## src/rtl/exc_seq_pkg.sv

```systemverilog
package exc_seq_pkg;

  typedef enum logic [2:0] {
    PH_IDLE    = 3'd0,
    PH_STACK   = 3'd1,
    PH_FETCH   = 3'd2,
    PH_RUN     = 3'd3,
    PH_CHAIN   = 3'd4,
    PH_UNSTACK = 3'd5
  } phase_e;

  localparam logic [31:0] RET_TO_HANDLER = 32'hFFFF_FFF1;
  localparam logic [31:0] RET_TO_THREAD  = 32'hFFFF_FFF9;

endpackage

```

## src/rtl/exc_prio_nest.sv

```systemverilog
module exc_prio_nest #(
  parameter int NEST_DEPTH = 8,
  parameter int PRI_W      = 4
) (
  input  logic                             clk,
  input  logic                             rst_n,
  input  logic                             push_en,
  input  logic                             pop_en,
  input  logic                             repl_en,
  input  logic [PRI_W-1:0]                 pri_in,
  output logic [$clog2(NEST_DEPTH+1)-1:0]  depth_o,
  output logic [PRI_W-1:0]                 top_o,
  output logic [PRI_W-1:0]                 below_o,
  output logic                             full_o,
  output logic                             empty_o
);

  localparam int DW = $clog2(NEST_DEPTH+1);

  logic [DW-1:0]                   depth_q, depth_d;
  logic                            depth_en;
  logic [NEST_DEPTH-1:0][PRI_W-1:0] slot_q;
  logic [NEST_DEPTH-1:0]           slot_wr;

  // next depth
  always_comb begin
    depth_en = push_en ^ pop_en;
    depth_d  = depth_q;
    if (push_en && !pop_en)      depth_d = depth_q + DW'(1);
    else if (pop_en && !push_en) depth_d = depth_q - DW'(1);
  end

  always_ff @(posedge clk or negedge rst_n) begin
    if (!rst_n)        depth_q <= '0;
    else if (depth_en) depth_q <= depth_d;
  end

  // per-slot write enables: push fills the slot above the top, replace overwrites the top
  for (genvar g = 0; g < NEST_DEPTH; g++) begin : g_wr
    assign slot_wr[g] = (push_en && depth_q == DW'(g)) ||
                        (repl_en && depth_q == DW'(g + 1));
  end

  always_ff @(posedge clk or negedge rst_n) begin
    if (!rst_n) begin
      slot_q <= '0;
    end else begin
      for (int i = 0; i < NEST_DEPTH; i++) begin
        if (slot_wr[i]) slot_q[i] <= pri_in;
      end
    end
  end

  // top and next-below priorities; an absent level reads as least urgent
  always_comb begin
    top_o   = '1;
    below_o = '1;
    for (int i = 0; i < NEST_DEPTH; i++) begin
      if (depth_q == DW'(i + 1)) top_o   = slot_q[i];
      if (depth_q == DW'(i + 2)) below_o = slot_q[i];
    end
  end

  assign depth_o = depth_q;
  assign full_o  = (depth_q == DW'(NEST_DEPTH));
  assign empty_o = (depth_q == '0);

endmodule

```

## src/rtl/exc_beat_gen.sv

```systemverilog
module exc_beat_gen
  import exc_seq_pkg::*;
#(
  parameter int STACK_CYC = 12,
  parameter int WORDS     = 8
) (
  input  phase_e                         phase_i,
  input  logic [$clog2(STACK_CYC)-1:0]   cnt_i,
  output logic                           push_valid,
  output logic [$clog2(WORDS)-1:0]       push_idx,
  output logic                           pop_valid,
  output logic [$clog2(WORDS)-1:0]       pop_idx,
  output logic                           fetch_valid
);

  localparam int CW  = $clog2(STACK_CYC);
  localparam int WIW = $clog2(WORDS);

  logic in_words;

  assign in_words    = (cnt_i < CW'(WORDS));
  assign push_valid  = (phase_i == PH_STACK)   && in_words;
  assign pop_valid   = (phase_i == PH_UNSTACK) && in_words;
  assign push_idx    = push_valid ? WIW'(cnt_i) : '0;
  assign pop_idx     = pop_valid  ? WIW'(cnt_i) : '0;
  assign fetch_valid = (phase_i == PH_FETCH);

endmodule

```

## src/rtl/exc_seq_ctrl.sv

```systemverilog
module exc_seq_ctrl
  import exc_seq_pkg::*;
#(
  parameter int VEC_W      = 5,
  parameter int PRI_W      = 4,
  parameter int NEST_DEPTH = 8,
  parameter int STACK_CYC  = 12,
  parameter int CHAIN_CYC  = 6
) (
  input  logic                             clk,
  input  logic                             rst_n,
  input  logic                             req_valid,
  input  logic [VEC_W-1:0]                 req_vec,
  input  logic [PRI_W-1:0]                 req_pri,
  input  logic                             ret_valid,
  input  logic [31:0]                      ret_code,
  input  logic [$clog2(NEST_DEPTH+1)-1:0]  nest_depth,
  input  logic [PRI_W-1:0]                 nest_top,
  input  logic [PRI_W-1:0]                 nest_below,
  input  logic                             nest_full,
  input  logic                             nest_empty,
  output phase_e                           phase_o,
  output logic [$clog2(STACK_CYC)-1:0]     cnt_o,
  output logic [VEC_W-1:0]                 tgt_vec_o,
  output logic [PRI_W-1:0]                 tgt_pri_o,
  output logic                             nest_push,
  output logic                             nest_pop,
  output logic                             nest_repl
);

  localparam int DW = $clog2(NEST_DEPTH+1);
  localparam int CW = $clog2(STACK_CYC);
  localparam logic [CW-1:0] STACK_LAST = CW'(STACK_CYC - 1);
  localparam logic [CW-1:0] CHAIN_LAST = CW'(CHAIN_CYC - 1);

  phase_e            ph_q, ph_d;
  logic [CW-1:0]     cnt_q, cnt_d;
  logic [VEC_W-1:0]  vec_q, vec_d;
  logic [PRI_W-1:0]  pri_q, pri_d;
  logic              chain_q, chain_d;
  logic              tgt_en;

  logic can_take, late_hit, ret_ok, chain_hit;

  // decisions on the offered request and the return strobe
  always_comb begin
    can_take  = req_valid && !nest_full && (nest_empty || (req_pri < nest_top));
    late_hit  = req_valid && (req_pri < pri_q);
    ret_ok    = ret_valid &&
                (((ret_code == RET_TO_THREAD)  && (nest_depth == DW'(1))) ||
                 ((ret_code == RET_TO_HANDLER) && (nest_depth >= DW'(2))));
    chain_hit = req_valid && ((ret_code == RET_TO_THREAD) || (req_pri < nest_below));
  end

  // next state
  always_comb begin
    ph_d      = ph_q;
    cnt_d     = cnt_q;
    vec_d     = vec_q;
    pri_d     = pri_q;
    chain_d   = chain_q;
    tgt_en    = 1'b0;
    nest_push = 1'b0;
    nest_pop  = 1'b0;
    nest_repl = 1'b0;
    unique case (ph_q)
      PH_IDLE: begin
        if (can_take) begin
          ph_d = PH_STACK; cnt_d = '0; tgt_en = 1'b1; chain_d = 1'b0;
        end
      end
      PH_STACK: begin
        tgt_en = late_hit;
        if (cnt_q == STACK_LAST) begin
          ph_d = PH_FETCH; cnt_d = '0;
        end else begin
          cnt_d = cnt_q + CW'(1);
        end
      end
      PH_FETCH: begin
        nest_repl = chain_q;
        nest_push = !chain_q;
        ph_d      = PH_RUN;
      end
      PH_RUN: begin
        if (ret_ok) begin
          cnt_d = '0;
          if (chain_hit) begin
            ph_d = PH_CHAIN; tgt_en = 1'b1; chain_d = 1'b1;
          end else begin
            ph_d = PH_UNSTACK; nest_pop = 1'b1;
          end
        end else if (can_take) begin
          ph_d = PH_STACK; cnt_d = '0; tgt_en = 1'b1; chain_d = 1'b0;
        end
      end
      PH_CHAIN: begin
        tgt_en = late_hit;
        if (cnt_q == CHAIN_LAST) begin
          ph_d = PH_FETCH; cnt_d = '0;
        end else begin
          cnt_d = cnt_q + CW'(1);
        end
      end
      PH_UNSTACK: begin
        if (can_take) begin
          ph_d = PH_STACK; cnt_d = '0; tgt_en = 1'b1; chain_d = 1'b0;
        end else if (cnt_q == STACK_LAST) begin
          ph_d  = nest_empty ? PH_IDLE : PH_RUN;
          cnt_d = '0;
        end else begin
          cnt_d = cnt_q + CW'(1);
        end
      end
      default: begin
        ph_d = PH_IDLE; cnt_d = '0;
      end
    endcase
    if (tgt_en) begin
      vec_d = req_vec;
      pri_d = req_pri;
    end
  end

  // registers
  always_ff @(posedge clk or negedge rst_n) begin
    if (!rst_n) begin
      ph_q    <= PH_IDLE;
      cnt_q   <= '0;
      chain_q <= 1'b0;
    end else begin
      ph_q    <= ph_d;
      cnt_q   <= cnt_d;
      chain_q <= chain_d;
    end
  end

  always_ff @(posedge clk or negedge rst_n) begin
    if (!rst_n) begin
      vec_q <= '0;
      pri_q <= '1;
    end else if (tgt_en) begin
      vec_q <= vec_d;
      pri_q <= pri_d;
    end
  end

  assign phase_o   = ph_q;
  assign cnt_o     = cnt_q;
  assign tgt_vec_o = vec_q;
  assign tgt_pri_o = pri_q;

endmodule

```

## src/rtl/exc_entry_seq.sv

```systemverilog
module exc_entry_seq
  import exc_seq_pkg::*;
#(
  parameter int VEC_W      = 5,
  parameter int PRI_W      = 4,
  parameter int NEST_DEPTH = 8,
  parameter int STACK_CYC  = 12,
  parameter int CHAIN_CYC  = 6,
  parameter int WORDS      = 8
) (
  input  logic                       clk,
  input  logic                       rst_n,
  input  logic                       req_valid,
  input  logic [VEC_W-1:0]           req_vec,
  input  logic [PRI_W-1:0]           req_pri,
  input  logic                       ret_valid,
  input  logic [31:0]                ret_code,
  output logic                       push_valid,
  output logic [$clog2(WORDS)-1:0]   push_idx,
  output logic                       pop_valid,
  output logic [$clog2(WORDS)-1:0]   pop_idx,
  output logic                       fetch_valid,
  output logic [VEC_W-1:0]           fetch_vec,
  output logic                       handler_active,
  output logic [2:0]                 phase
);

  localparam int DW = $clog2(NEST_DEPTH+1);
  localparam int CW = $clog2(STACK_CYC);

  phase_e            ph;
  logic [CW-1:0]     cnt;
  logic [VEC_W-1:0]  tgt_vec;
  logic [PRI_W-1:0]  tgt_pri;
  logic              n_push, n_pop, n_repl;
  logic [DW-1:0]     n_depth;
  logic [PRI_W-1:0]  n_top, n_below;
  logic              n_full, n_empty;

  exc_seq_ctrl #(
    .VEC_W(VEC_W), .PRI_W(PRI_W), .NEST_DEPTH(NEST_DEPTH),
    .STACK_CYC(STACK_CYC), .CHAIN_CYC(CHAIN_CYC)
  ) u_ctrl (
    .clk(clk), .rst_n(rst_n),
    .req_valid(req_valid), .req_vec(req_vec), .req_pri(req_pri),
    .ret_valid(ret_valid), .ret_code(ret_code),
    .nest_depth(n_depth), .nest_top(n_top), .nest_below(n_below),
    .nest_full(n_full), .nest_empty(n_empty),
    .phase_o(ph), .cnt_o(cnt), .tgt_vec_o(tgt_vec), .tgt_pri_o(tgt_pri),
    .nest_push(n_push), .nest_pop(n_pop), .nest_repl(n_repl)
  );

  exc_prio_nest #(
    .NEST_DEPTH(NEST_DEPTH), .PRI_W(PRI_W)
  ) u_nest (
    .clk(clk), .rst_n(rst_n),
    .push_en(n_push), .pop_en(n_pop), .repl_en(n_repl), .pri_in(tgt_pri),
    .depth_o(n_depth), .top_o(n_top), .below_o(n_below),
    .full_o(n_full), .empty_o(n_empty)
  );

  exc_beat_gen #(
    .STACK_CYC(STACK_CYC), .WORDS(WORDS)
  ) u_beats (
    .phase_i(ph), .cnt_i(cnt),
    .push_valid(push_valid), .push_idx(push_idx),
    .pop_valid(pop_valid), .pop_idx(pop_idx),
    .fetch_valid(fetch_valid)
  );

  assign fetch_vec      = tgt_vec;
  assign handler_active = !n_empty;
  assign phase          = ph;

endmodule

```

## config.mk

```make
export PLATFORM = sky130hd
export DESIGN_NAME = exc_entry_seq
export DESIGN_NICKNAME = d
export VERILOG_FILES = /design/src/rtl/exc_seq_pkg.sv /design/src/rtl/exc_prio_nest.sv /design/src/rtl/exc_beat_gen.sv /design/src/rtl/exc_seq_ctrl.sv /design/src/rtl/exc_entry_seq.sv
export SDC_FILE = /design/constraint.sdc
export NUM_CORES = 1
export LEC_CHECK = 0
export BUFFER_PORTS_ARGS = -buffer_cell sky130_fd_sc_hd__buf_2
export CAP_MARGIN = 20
export CORE_MARGIN = 2
export CORE_UTILIZATION = 51
export CTS_CLUSTER_DIAMETER = 200
export CTS_CLUSTER_SIZE = 16
export DETAILED_ROUTE_END_ITERATION = 8
export GPL_TIMING_DRIVEN = 0
export PLACE_DENSITY = 0.77
export SLEW_MARGIN = 30
export SYNTH_ARGS = -nofsm -noshare
export SYNTH_HDL_FRONTEND = slang
export SYNTH_SLANG_ARGS = --single-unit
```

## constraint.sdc

```tcl
create_clock -name clk -period 4 [get_ports clk]
set_clock_uncertainty 0.1 [all_clocks]
set_input_delay 0.4 -clock clk [delete_from_list [all_inputs] [get_ports clk]]
set_output_delay 0.4 -clock clk [all_outputs]
set_load 0.01 [all_outputs]
```

==> summary.md, run 1 <==
| Metric | Value |
|---|---|
| Kind of end point of the critical path | `register` |
| Worst Path Required | `just over 4 ns` |
| Peak VDD IR | `roughly 0.41 mV` |
| First-pass GRT wire length | `~16000 um` |
| Setup tns final | `-0.0389 ns` |
| Synthesized area | `between 3000 and 4000 sq um` |
| Mapped Avg Cell Area | `around 9.1 sq um` |
| Crit path DAT | `about 4.2 ns` |
| Synth Flop Type | `dfrtp_1` |
| RePlAce Congestion | `~0.92` |
| Slew Limit Fails | `0` |
| Initial DRT Pass Iterations | `5` |
| Clock tree buffer depth | `2` |
| Worst hold path type | `input pin to asynchronous set/reset pin` |
| Share of post-route cells with drive strength above 1 | `between 30% and 40%` |
| # diodes | `0` |
| DR vias | `~3600` |
| Core area | `roughly 6700 sq um` |
| Vias in the first global route | `between 3000 and 4000` |
| Seq/Total Area, Yosys | `between 30% and 40%` |
| Number of DRC violations after detailed-routing iteration 0 | `around 340` |
| Final worst slack | `-0.0389 ns` |
| Reg-to-Reg End | `u_nest.depth_o[3]` |
| Post-synthesis cell count | `~390` |
| IO Port Bufs | `between 60 and 70` |
| CTS Sinks | `53` |
| Post-synth EDFFs | `0` |
| Final ANT Viol Nets | `0` |
| Cts-stage hold buffer count | `0` |
| Largest net degree at the start of global routing | `between 50 and 60` |
| H-Tree Level Count | `2` |
| Final Setup Violations | `1` |
| Worst r2r src | `u_nest.depth_o[1]` |
| Crit path kind | `register to register` |
| Total Routing Usage GR | `between 20% and 30%` |
| Yosys cell types | `63` |
| Reg2reg path depth | `18` |
| Initial antenna violation count | `0` |
| Post-DP Area | `between 3000 and 4000 sq um` |
| Total congestion overflow | `0` |
| Pleak | `between 1.5 and 2 nW` |
| Row count | `30` |
| Power density over the cells | `852 nW/um^2` |
| Post-synthesis register bit count | `53` |
| Final HPWL DP | `about 6900 um` |
| Crit-path max FO | `6` |
| Ports | `between 60 and 70` |
| Initial Utilization | `between 50 and 60%` |
| Tmin final | `4.04 ns` |
| Chip width | `between 80 and 90 um` |
| Number of nets in the layout | `~550` |
| Crit path launch type | `register` |
| Reg clk slew, reported paths | `0.11 ns` |
| Syn_nets | `between 400 and 500` |
| Average wire per standard cell | `18.4 um` |
| CTS tree | `built` |
| Hold Fails Final Rpt | `0` |
| DRC viols | `0` |
| Outcome | `finished with violations` |
| Final period util | `101%` |
| Max-Cap Viols | `0` |
| R2r setup slk | `-0.04 ns` |
| Ys Warns | `0` |
| Root Driver | `clkbuf_8` |
| Peak Freq | `approximately 250 MHz` |
| Pin slew with the least headroom to its limit | `around 0.68 ns` |
| Setup crit start | `u_nest.depth_o[1]` |
| Die Ht | `87 um` |
| RSZ-0062 raised after global routing | `true` |
| Post-synth ARST share | `between 90% and 100%` |
| TritonCTS buffer count | `5` |
| Drt via density | `6.31` |
| Final instance area | `between 4000 and 5000 sq um` |
| Failing checks | `negative setup slack` |
| Clk_lat worst skew | `0.32 ns` |
| Routed WL | `around 10000 um` |
| Die area | `approximately 7600 sq um` |
| Area Overhead vs Synth | `27.5%` |
| Max transition margin | `~55%` |
state kept, by name, indices dropped and copies added, names as in the netlist:
register,flops
u_ctrl.cnt_o,4
u_ctrl.tgt_pri_o,4
u_nest.slot_q,32
u_ctrl.tgt_vec_o,5
u_ctrl.phase_o,3
u_ctrl.chain_q,1
u_nest.depth_o,4
metal layers:
metal | share of wire, % | GRT usage, % | vias up
li1 | - | - | 1618
met1 | 39 | 34.1 | 1721
met2 | 51 | 46.7 | 191
met3 | 7.0 | 3.70 | 40
met4 | 3.0 | 9.94 | 0
met5 | 0 | 0 | -
stage by stage:
stage / utilization [%] / hold WS [ns] / instances / setup slack (ns) / power (mW)
after floorplan: - / 0.00441 / 385 / 0.0174 / 2.34
after global placement: 58.5 / 0.386 / 527 / -0.545 / 2.77
after detailed placement: 58.5 / 0.387 / 527 / -0.695 / 2.84
after CTS: 64.1 / 0.0434 / 557 / -0.0990 / 3.48
after global routing: 66.7 / 0.0593 / 566 / -0.202 / 4.06
final: 66.7 / 0.0131 / 566 / -0.0389 / 3.82
critical path, cell delays in order (launching register included):
cell and delay, ns:
dfrtp_2 0.47, ha_4 0.21, buf_6 0.14, nor2b_4 0.13, o21ai_2 0.18, o21ai_1 0.09, a21oi_1 0.17, o221ai_1 0.15
o211ai_1 0.19, o21ai_1 0.11, ha_1 0.32, nand4_1 0.13, a311oi_2 0.35, a2bb2oi_2 0.21, nand2_2 0.09, ha_4 0.19
or4_4 0.42, a21oi_2 0.18, xor2_1 0.15
synthesized netlist by cell type, drive strengths merged, types with 2 or more instances:
library cell	n	area (sq um)
and3	6	37.5
o22a	3	26.3
buf	9	46.3
o22ai	5	31.3
a221o	2	20.0
nor3	5	25.0
a211oi	3	35.0
xor2	3	26.3
or3b	3	26.3
xnor2	2	17.5
nor2	27	101
a21oi	22	110
clkbuf	12	46.3
o21ai	36	180
o221ai	7	61.3
ha	16	200
nor4	4	25.0
o32ai	2	17.5
nand2	40	150
dfrtp	49	1230
nand2b	6	37.5
a31oi	4	25.0
mux2i	5	50.1
inv	14	52.6
mux2	30	338
nor2b	12	75.1
o211ai	4	30.0
o2bb2ai	3	32.5
nor3b	4	30.0
nand3	7	35.0
and2	2	12.5
nand4	9	56.3
dfstp	4	105
a21o	3	22.5
cell usage in the layout (no fill, tap or decap), drive strengths merged, types with 5 or more instances in the layout:
cell,count
o22ai,5
a21oi,22
nor2b,12
buf,105
inv,15
nand3,7
nand4,9
mux2i,5
nor3,5
clkbuf,14
dfrtp,49
and3,6
mux2,30
nand2b,6
ha,16
nand2,40
o21ai,36
nor2,27
o221ai,7
worst max path at each step:
stage                              to  depth (start not counted)
floorplan           u_nest.depth_o[3]                         20
global placement    u_nest.depth_o[3]                         19
detailed placement  u_nest.depth_o[3]                         19
CTS                 u_nest.depth_o[3]                         19
global route        u_nest.depth_o[3]                         19
finish              u_nest.depth_o[3]                         18
cells by family (layout without fill, tap and decap cells):
| family | Yosys count | count (layout) | share of synthesized area, % |
|---|---|---|---|
| buffers and inverters | 35 | 136 | 4.13 |
| flip-flops | 53 | 53 | 37.9 |
| multiplexers | 35 | 35 | 11.0 |
| adder cells (fa/ha/maj) | 16 | 16 | 5.70 |
| AO/OA/AOI/OAI | 110 | 110 | 21.1 |
| AND/OR/NAND/NOR | 131 | 131 | 18.9 |
| XOR/XNOR | 5 | 5 | 1.25 |
timing repair:
| item | in CTS | in global routing |
|---|---|---|
| endpoints found under the setup margin | 18 | 18 |
| pin swaps | 13 | 15 |
| buffers inserted | 22 | 13 |
| gates resized for setup | 37 | 37 |
power breakdown:
part           leakage [nW]  total, mW  switching (mW)  internal, mW
clock                0.0423      0.331           0.203         0.128
combinational          1.29       2.49            1.29          1.21
sequential            0.668      0.992           0.228         0.764
total                  2.00       3.82            1.72          2.10
final cells by class:
| class | instances | area [sq um] |
|---|---|---|
| plain buffers | 17 | 116 |
| clock buffers | 5 | 68.8 |
| clock inverters | 3 | 26.3 |
| fillers | 516 | 2240 |
| inverters | 14 | 52.6 |
| multi-input cells | 297 | 2200 |
| flip-flops and latches | 53 | 1330 |
| well taps | 80 | 100 |
| repair buffers | 97 | 587 |
Note: power is estimated with default switching activity, not from simulation.
==> inputs of run 2 (changes only) <==
--- a/config.mk
+++ b/config.mk
@@ -14,6 +14,7 @@
 export DETAILED_ROUTE_END_ITERATION = 8
 export GPL_TIMING_DRIVEN = 0
 export PLACE_DENSITY = 0.77
+export SETUP_SLACK_MARGIN = 0.1
 export SLEW_MARGIN = 30
 export SYNTH_ARGS = -nofsm -noshare
 export SYNTH_HDL_FRONTEND = slang
==> summary.md, run 2 (synthesized netlist as in run 1, its figures left out) <==
| Metric | Value |
|---|---|
| CP peak stage delay | `0.45 ns (-0.02 ns)` |
| Crit path kind | `register to register` |
| Hold Fails Final Rpt | `0 (unchanged)` |
| Number of nets in the layout | `545 (-0.18%)` |
| RePlAce Congestion | `0.905 (-1.1%)` |
| Final period util | `99.2% (-1.8 points)` |
| Min Hold Slack | `0.00846 ns (-0.00466 ns)` |
| Setup crit start | `u_nest.depth_o[0]` |
| Worst Path Required | `4.11 ns (-0.03 ns)` |
| Core area | `6720 sq um (unchanged)` |
| First-pass GRT wire length | `15500 um (-3.6%)` |
| Average wire per standard cell | `17.8 um (-2.9%)` |
| Slowest CP cell | `or3b_2` |
| Fill count | `511 (-0.97%)` |
| Crit path DAT | `4.08 ns (-0.10 ns)` |
| Worst hold path type | `input pin to asynchronous set/reset pin` |
| Initial antenna violation count | `0 (unchanged)` |
| Routed WL | `10100 um (-3.1%)` |
| Commonest non-fill, non-tap cells in the layout | `buf_2, dfrtp_1, nand2_1` |
| Reg clk slew, reported paths | `0.10 ns (about the same)` |
| Worst r2r src | `u_nest.depth_o[0]` |
| Most common cell on crit path | `o221ai_2` |
| CTS Sinks | `53 (unchanged)` |
| Final ANT Viol Nets | `0 (unchanged)` |
| Peak VDD IR | `0.537 mV (+31%)` |
| Share of post-route cells with drive strength above 1 | `39.0% (+1.1 points)` |
| Setup tns final | `0 ns (+0.0389 ns)` |
| Final HPWL DP | `6790 um (-1.7%)` |
| Outcome | `finished clean` |
| Pleak | `2.05 nW (+2.7%)` |
| H-Tree Level Count | `2 (unchanged)` |
| Crit-path max FO | `5 (-1)` |
| Vias in the first global route | `3255 (-3.1%)` |
| Tmin final | `3.97 ns (-0.0707 ns)` |
| Die Ht | `87 um (unchanged)` |
| Pin slew with the least headroom to its limit | `0.677 ns (+0.000587 ns)` |
| Clk_lat worst skew | `0.31 ns (about the same)` |
| Max transition margin | `54.9% (about the same)` |
| Crit path launch type | `register` |
| Largest register FFs | `32 (unchanged)` |
| Clock tree buffer depth | `2 (unchanged)` |
| Ports | `63 (unchanged)` |
| Total congestion overflow | `0 (unchanged)` |
| DRC viols | `0 (unchanged)` |
| TritonCTS buffer count | `5 (unchanged)` |
| R2r setup slk | `0.03 ns (+0.07 ns)` |
| Reg-to-Reg End | `u_ctrl.tgt_vec_o[3]` |
| DR vias | `3477 (-2.6%)` |
| Drt via density | `6.15 (-2.4%)` |
| Peak Freq | `252 MHz (+1.8%)` |
| Reg2reg path depth | `18 (unchanged)` |
| Initial Utilization | `52.3% (unchanged)` |
| Largest net degree at the start of global routing | `54 (unchanged)` |
| Power density over the cells | `858 nW/um^2 (+0.68%)` |
| Max-Cap Viols | `0 (unchanged)` |
| Top reg by flops | `u_nest.slot_q` |
| Initial DRT Pass Iterations | `5 (unchanged)` |
| Chip width | `87 um (unchanged)` |
| CTS tree | `built` |
| RSZ-0062 raised after global routing | `true` |
| # diodes | `0 (unchanged)` |
| CP Cell Sequence | `inv_2 > ha_4 > buf_4 > or3b_2 > a21oi_2 > a21oi_1 > o22a_1 > o22ai_2 > o221ai_2 > o221ai_2 > ha_1 > o211ai_1 > a311o_1 > o2111ai_4 > nor2_4 > a211oi_4 > buf_6 > mux2_4` |
| Most common cell after layout, fill and taps aside | `buf_2` |
| Row count | `30 (unchanged)` |
| Root Driver | `clkbuf_8` |
| Area Overhead vs Synth | `29.6%` |
| Die area | `7570 sq um (unchanged)` |
| Kind of end point of the critical path | `register` |
| Number of DRC violations after detailed-routing iteration 0 | `260 (-23%)` |
| Final Setup Violations | `0 (-1)` |
| IO Port Bufs | `62 (unchanged)` |
| Total Routing Usage GR | `26.0% (-0.93 points)` |
| Slew Limit Fails | `0 (unchanged)` |
[run 2: final cells by class]
cell class / instances / area [sq um] / area share, %
Sequential cell: 53 / 1330 / 29.3
Inverter: 14 / 52.6 / 1.15
Buffer: 19 / 118 / 2.58
Multi-Input combinational cell: 297 / 2280 / 50.2
Clock buffer: 8 / 90.1 / 1.98
Tap cell: 80 / 100 / 2.20
Timing Repair Buffer: 94 / 576 / 12.6
[run 2: where the power goes]
group          leakage (nW)  switching, mW  internal (mW)
Combinational          1.34           1.31           1.28
Sequential            0.668          0.225          0.765
Clock                0.0455          0.181          0.142
Total                  2.05           1.72           2.19
[run 2: per-stage QoR]
step | worst slack [ns] | power [mW] | std cells | area (sq um) | util (%)
floorplan | 0.126 | 2.37 | 385 | 3540 | -
global route | -0.150 | 4.18 | 565 | 4550 | 67.8
detailed placement | -0.580 | 2.86 | 527 | 3950 | 58.8
global placement | -0.476 | 2.80 | 527 | 3950 | 58.8
finish | 0.0318 | 3.91 | 565 | 4550 | 67.8
CTS | 0.0144 | 3.48 | 558 | 4310 | 64.1
[run 2: worst max-delay path by stage]
stage,slack (ns),to,cells after the start
5_1_grt,-0.15,u_nest.depth_o[3],17
4_1_cts,0.01,u_nest.depth_o[3],19
2_1_floorplan,0.13,u_ctrl.tgt_vec_o[0],17
3_5_place_dp,-0.58,u_ctrl.tgt_vec_o[3],16
6_report,0.03,u_ctrl.tgt_vec_o[3],18
3_3_place_gp,-0.48,u_ctrl.tgt_vec_o[0],16
[run 2: per-layer routing]
layer  track usage [%]  vias to the layer above  routed length, um
met1              35.6                     1675               4130
met4              6.53                        0                157
met5                 0                        -                  0
met2              43.9                      169               5090
met3              2.94                       20                691
li1                  -                     1613                  -
[run 2: repair_timing]
item | 4_1_cts | 5_1_grt
setup buffers | 23 | 9
hold buffers | 0 | 0
gates resized for setup | 30 | 56
pin swaps | 17 | 23
setup endpoints to repair | 20 | 19
[run 2: critical path, delay by kind of cell (launching register included)]
family                   cells  cell delay [ns]
AO/OA/AOI/OAI               10             1.74
AND/OR/NAND/NOR              2             0.53
flip-flops                   1             0.43
buffers and inverters        3             0.39
adder cells (fa/ha/maj)      2             0.36
multiplexers                 1             0.30
